[config.mk]
export PLATFORM = sky130hd
export DESIGN_NAME = swd_line_reset
export DESIGN_NICKNAME = d
export VERILOG_FILES = /design/src/rtl/swd_line_reset.sv
export SDC_FILE = /design/constraint.sdc
export NUM_CORES = 1
export LEC_CHECK = 0
export BUFFER_PORTS_ARGS = -buffer_cell sky130_fd_sc_hd__buf_2
export CORE_MARGIN = 3
export CORE_UTILIZATION = 57
export DETAILED_ROUTE_END_ITERATION = 8
export GPL_ROUTABILITY_DRIVEN = 0
export GPL_TIMING_DRIVEN = 0
export PLACE_DENSITY = 0.8
export RECOVER_POWER = 100
export SETUP_SLACK_MARGIN = 0.3
export SKIP_CTS_REPAIR_TIMING = 1
export SYNTH_ARGS = -nofsm -noshare
export SYNTH_HDL_FRONTEND = slang
export SYNTH_SLANG_ARGS = --single-unit
[constraint.sdc]
create_clock -name clk -period 4.3 [get_ports clk]
set_input_delay 0.86 -clock clk [delete_from_list [all_inputs] [get_ports clk]]
set_output_delay 0.86 -clock clk [all_outputs]
set_load 0.005 [all_outputs]
[src/rtl/swd_line_reset.sv]
module swd_line_reset #(
  parameter int          DIV_W       = 8,
  parameter int          ONES_LEN    = 64,
  parameter int          IDLE_LEN    = 8,
  parameter logic [15:0] SWITCH_CODE = 16'hE79E,
  parameter logic [7:0]  ID_REQ      = 8'hA5
) (
  input  logic             clk,
  input  logic             rst_n,
  input  logic             start,
  input  logic [DIV_W-1:0] clk_div,
  input  logic             eng_ack,
  input  logic             eng_ok,
  output logic             eng_req,
  output logic [7:0]       eng_cmd,
  output logic             swclk,
  output logic             swdio_o,
  output logic             swdio_oe,
  output logic             busy,
  output logic             connected,
  output logic             no_conn
);
  localparam int MAXLEN = (ONES_LEN > 16) ? ONES_LEN : 16;
  localparam int CNT_W  = $clog2(MAXLEN + 1);

  typedef enum logic [2:0] {P_IDLE, P_ONES_A, P_CODE, P_ONES_B, P_LOWS, P_HAND} phase_t;

  phase_t           phase, next_phase;
  logic [CNT_W-1:0] bit_cnt;
  logic [DIV_W-1:0] hc, div_q;
  logic [CNT_W-1:0] phase_last;
  logic             last_bit, half_end;
  logic             clk_q, dout_q, oe_q, conn_q, nc_q;

  function automatic logic bit_of(phase_t ph, logic [CNT_W-1:0] idx);
    case (ph)
      P_ONES_A, P_ONES_B: bit_of = 1'b1;
      P_CODE:             bit_of = SWITCH_CODE[idx[3:0]];
      default:            bit_of = 1'b0;
    endcase
  endfunction

  always_comb begin
    case (phase)
      P_ONES_A, P_ONES_B: phase_last = CNT_W'(ONES_LEN - 1);
      P_CODE:             phase_last = CNT_W'(15);
      P_LOWS:             phase_last = CNT_W'(IDLE_LEN - 1);
      default:            phase_last = '0;
    endcase
    case (phase)
      P_ONES_A: next_phase = P_CODE;
      P_CODE:   next_phase = P_ONES_B;
      P_ONES_B: next_phase = P_LOWS;
      P_LOWS:   next_phase = P_HAND;
      default:  next_phase = P_IDLE;
    endcase
  end

  assign last_bit = (bit_cnt == phase_last);
  assign half_end = (hc == div_q);

  always_ff @(posedge clk or negedge rst_n) begin
    if (!rst_n) begin
      phase   <= P_IDLE;
      bit_cnt <= '0;
      hc      <= '0;
      div_q   <= '0;
      clk_q   <= 1'b1;
      dout_q  <= 1'b0;
      oe_q    <= 1'b0;
      conn_q  <= 1'b0;
      nc_q    <= 1'b0;
    end else begin
      case (phase)
        P_IDLE: if (start) begin
          phase   <= P_ONES_A;
          bit_cnt <= '0;
          hc      <= '0;
          div_q   <= clk_div;
          clk_q   <= 1'b0;
          dout_q  <= bit_of(P_ONES_A, '0);
          oe_q    <= 1'b1;
          conn_q  <= 1'b0;
          nc_q    <= 1'b0;
        end
        P_HAND: if (eng_ack) begin
          phase  <= P_IDLE;
          conn_q <= eng_ok;
          nc_q   <= !eng_ok;
        end
        default: begin
          if (!half_end) begin
            hc <= hc + 1'b1;
          end else begin
            hc <= '0;
            if (!clk_q) begin
              clk_q <= 1'b1;
            end else if (!last_bit) begin
              bit_cnt <= bit_cnt + 1'b1;
              clk_q   <= 1'b0;
              dout_q  <= bit_of(phase, bit_cnt + 1'b1);
            end else if (next_phase == P_HAND) begin
              phase  <= P_HAND;
              oe_q   <= 1'b0;
              dout_q <= 1'b0;
            end else begin
              phase   <= next_phase;
              bit_cnt <= '0;
              clk_q   <= 1'b0;
              dout_q  <= bit_of(next_phase, '0);
            end
          end
        end
      endcase
    end
  end

  assign swclk     = clk_q;
  assign swdio_o   = dout_q;
  assign swdio_oe  = oe_q;
  assign busy      = (phase != P_IDLE);
  assign eng_req   = (phase == P_HAND);
  assign eng_cmd   = ID_REQ;
  assign connected = conn_q;
  assign no_conn   = nc_q;
endmodule

After elaboration in Yosys (flattened, before gate mapping). Memory sizes are Yosys's and may differ from the RTL's. Cells that the tools add are included. Widths: inputs -> output; s select.

Add/sub/neg operators: 2. Multipliers: 0. Divide/modulo/power cells: 0. Magnitude comparators: 1. Equality and inequality tests: 13. Shifts and indexed selects: 0. Muxes and demuxes: 42. Bitwise gates (word level): 1. Reduce and logical (&&, ||, !) cells: 21.

Operators with widths (number): $mux 7 (5); $mux 1 (18); $mux 3 (6); $pmux 6 s3 (1); $mux 8 (2); $pmux 8 s2 (1); $pmux 7 s2 (1); $pmux 1 s2 (6); $pmux 3 s4 (1); $reduce_bool 3->1 (4); $reduce_and 5->1 (2); $reduce_bool 2->1 (5); $eq 3x2->1 const B (3); $eq 3x3->1 const B (3); $add 8x1->8 const B (1); $eq 8x8->1 (1); $add 7x1->7 const B (1); $eq 7x7->1 (1); $eq 3x1->1 const B (2); $pmux 3 s2 (1); $reduce_and 3->1 (2); $reduce_and 6->1 (1); $lt 4x5->1 const B (1); $ne 2x2->1 const B (2); 7 further kinds (9).

Register bits: 31. Latch bits: 0. Memory bits (writable): 0. Memory bits (read-only): 16. Input bits: 13. Output and inout bits: 15. Word-level logic and storage cells: 90. Memories: 1.

Memories: (name not given) (depth 16, bits a word 1, rd ports 1, clocked after memory_dff 0, wr ports 0, RTL line 38) `P_CODE: bit_of = SWITCH_CODE[idx[3:0]];`.

Depth between registers and ports, before layout.
Word-level depth: 10. Gate-level depth with buffers: 8. Depth with buffers taken out: 7.

Worst setup path after synthesis. Ideal clock, no wire load.

Kind: register -> register. Start point: register phase[2]. End point: register phase[0]. Setup time: 0.125 ns. Arrival: 2.034 ns. Required time: 4.175 ns. Path slack: 2.141 ns. Cell stages (with the launch flop): 8. Path buffers: 1. Clock period less this slack: 2.159 ns. Cells stage by stage: dfrtp_1 -> buf_4 -> nor2b_1 -> mux2_2 -> a311oi_4 -> o21ai_0 -> a21oi_1 -> mux2_2.

Cells in the longest elaborated chain, start to end: 8. Elaborated cells on any way between the ends: 22. Classes of those cells: eq/ne: 9; mux: 7; reduce/logical: 6.

Ends and longest elaborated chain: start, declared (RTL line 28) `phase_t phase, next_phase;`; start signal, assigned (RTL line 107) `phase <= next_phase;`; $eq 3x3->1, or another cell as far along (RTL line 44, 50); $pmux 3 s4 (RTL line 50) `case (phase)`; $eq 3x3->1 (RTL line 102) `end else if (next_phase == P_HAND) begin`; $mux 3 (RTL line 102); $mux 3 (RTL line 98) `end else if (!last_bit) begin`; $mux 3 (RTL line 96) `if (!clk_q) begin`; $mux 3 (RTL line 92) `if (!half_end) begin`; $pmux 3 s2 (RTL line 74) `case (phase)`.

Parallel ways exist; a longest one is shown, timed or not. The select of a mux whose other input is x is not followed. A chain may end at the register's enable or synchronous reset.

Worst setup path in the final report.
Start point: register phase[1]. End point: output busy.

Cells in the longest elaborated chain, start to end: 1.

Ends and longest elaborated chain: $reduce_bool 3->1 (RTL line 121) `assign busy = (phase != P_IDLE);`; end, declared (RTL line 19) `output logic busy,`.

Every way passes these cells.

==> flow_summary.json <==
{
  "synth.area.top_cells": "dfrtp_1, mux2_2, xor2_1",
  "drt-pass1-iter-count": 4,
  "fin_area_sq_um": 2076,
  "clk_latency_ns": 0.35,
  "diodes": 0,
  "layout_common_cells": "dfrtp_1, nor2_1, buf_2, nand2_1",
  "path_class": "reg2out",
  "slowest_delay_ns": 0.81,
  "first_global_vias": 1453,
  "powerDensity_nw_per_um2": 247.9,
  "core_sq_um": 3078,
  "area_growth_pct": 12.25,
  "p_int_mw": 0.3969,
  "crit_family": "simple AND/OR/NAND/NOR gates",
  "routed_wirelength_microns": 3949,
  "cts_sinks": 31,
  "ir_worst_vdd_v": 0.0001699,
  "drive_above_1_share": 0.2087,
  "period_needed_ns": 2.977,
  "p_sw_mw": 0.1177,
  "ant_nets": 0,
  "hold_start": "connected",
  "grt_use_total": 0.2122,
  "die_h_microns": 62.96,
  "worst-path-buf-inv": 3,
  "p_leak_nw": 0.9807,
  "fill_cells": 262,
  "crit_fanout": 10,
  "cp-end-kind": "output port",
  "grt_max_degree": 32,
  "slew_viol_final": 32,
  "place_ws_ns": 1.847,
  "cts_tree": "done",
  "ios": 28,
  "clockBufferDepth": 2,
  "via_per_inst": 5.606,
  "cp_slowest_cell": "nor3_1",
  "row_count": 20,
  "die_width_microns": 62.96,
  "syn_avg_cell_area_sq_um": 9.387,
  "r2r_slack_ns": 1.36,
  "setup_violations": 0,
  "crit_required_ns": 3.44,
  "place.detailed.hpwl_microns": 2906,
  "rsz0062_at_grt": "false",
  "drt_iter0_drc": 134,
  "hold_viol": 0,
  "crit_start": "phase[1]",
  "num_vias": 1536,
  "postLayoutSetupSlackWorst_ns": 1.323,
  "antenna_found_initial": 0,
  "maxSlewHeadroom": -0.07345,
  "numCtsBuffers": 5,
  "cts_root_buf": "clkbuf_4",
  "fmax_mhz": 335.9,
  "clkPwrFrac": 0.392,
  "synth-edff-count": 0,
  "start_util": 0.6008,
  "synth_ff_type": "dfrtp_1",
  "synth_cell_types": 48,
  "place_area_sq_um": 2022,
  "ys_async_sr_fraction": 1.000,
  "tightest_slew_ns": 1.610,
  "nNetsFinal": 244,
  "synth_top_area_frac": 0.4060,
  "setup_tns_ns": 0,
  "dieArea_sq_um": 3964,
  "min_period_over_period": 0.6923,
  "fin_skew_ns": 0.01671,
  "power_frac_seq": 0.568,
  "drc": 0,
  "layout_commonest_cell": "dfrtp_1",
  "synth_area_sq_um": 1849,
  "pwr-share-comb": 0.039,
  "ys_ff_latch": 31,
  "whs_ns": 0.5109,
  "cts-htree-levels": 2,
  "power_switching_share": 0.2288,
  "drv_cap": 1,
  "synthCells": 197,
  "synth_area_leader_cell": "dfrtp_1",
  "failed_checks": "capacitance limit, slew limit",
  "cp.arrival_ns": 2.12,
  "path_cells": "clkbuf_1 -> nor3_1 -> inv_1 -> buf_2",
  "total_power_mw": 0.5147,
  "ys_warn_count": 0,
  "worstSetupStartpointType": "flop",
  "io_buffers": 19,
  "grt_pass1_wl_microns": 6658,
  "wl_per_cell_microns": 14.41,
  "hold_path.class": "reg2reg",
  "overflow": 0,
  "outcome": "complete, but fails checks",
  "seq_area_frac_synth": 0.4202,
  "cts.reportedPaths.clkPinSlew_ns": 0.11,
  "rr_startpoint": "phase[1]"
}
==> state kept, by name, summed over array words and instances, names as in the netlist <==
name	cells
swdio_oe	1
phase	3
hc	8
swdio_o	1
swclk	1
bit_cnt	7
div_q	8
no_conn	1
connected	1
==> routing by layer <==
layer | track usage | up-vias | wire (microns)
met2 | 0.3584 | 55 | 2008
met3 | 0.04856 | 3 | 223
met1 | 0.2728 | 735 | 1689
met5 | 0 | - | 0
met4 | 0.05510 | 0 | 27
li1 | - | 743 | -
==> kinds of logic (layout without fill, tap and decap cells) <==
kind of cell / count (synthesis) / count (layout) / synth area share
simple gates: 70 / 70 / 0.2030
compound gates: 42 / 42 / 0.1543
flops: 31 / 31 / 0.4202
buf+inv: 25 / 52 / 0.07239
xor+xnor: 14 / 14 / 0.06631
mux: 11 / 11 / 0.06631
fa+ha+maj: 2 / 2 / 0.01353
other cells: 2 / 8 / 0.004061
==> path summary, 6_finish.rpt <==
kind	end	depth (start not counted)
hold / removal	connected	2
setup reg to reg	bit_cnt[1]	7
min in group asynchronous	div_q[3]	1
hold reg to reg	connected	2
setup / recovery	busy	4
max in group asynchronous	div_q[1]	1
==> final cells by class <==
class	count	area (sq um)	area share
multi-input cells	147	949.7	0.4575
flip-flops and latches	31	777.0	0.3743
plain buffers	16	98.84	0.04762
repair buffers	19	88.84	0.04280
clock buffers	7	65.06	0.03134
well taps	44	55.05	0.02652
inverters	9	33.78	0.01627
clock inverters	1	7.507	0.003617
==> synthesized netlist by cell type, types with 2 or more instances <==
library cell,count
conb_1,2
nor2b_1,2
mux2_2,10
o21ai_0,12
and3_1,5
nor2_1,18
clkbuf_1,4
nand4_1,3
ha_1,2
a22o_1,3
nor3_1,3
a31oi_1,5
inv_1,9
nor4_1,2
buf_2,2
nand3b_1,3
buf_4,10
nand3_1,10
nand2_1,13
dfrtp_1,30
xor2_1,12
a21oi_1,10
xnor2_1,2
==> through the flow <==
stage	util	std cells
6_report	0.6744	274
5_1_grt	0.6744	274
4_1_cts	0.6805	274
3_5_place_dp	0.6569	266
3_3_place_gp	0.6569	266
2_1_floorplan	-	203
==> power groups by stage <==
stage	Sequential (mW)	Clock (mW)	Combinational (mW)
finish	0.293	0.202	0.0202
global route	0.293	0.219	0.0234
CTS	0.293	0.205	0.0207
detailed placement	0.298	0	0.0207
global placement	0.298	0	0.0203
floorplan	0.298	0	0.00839
==> tightest hold or removal path, cell delays in order, from the launching register on <==
cell and delay [ns]:
dfrtp_1 0.36, nand3_1 0.07, nand2_1 0.06
Power figures use the tool's default switching activity.
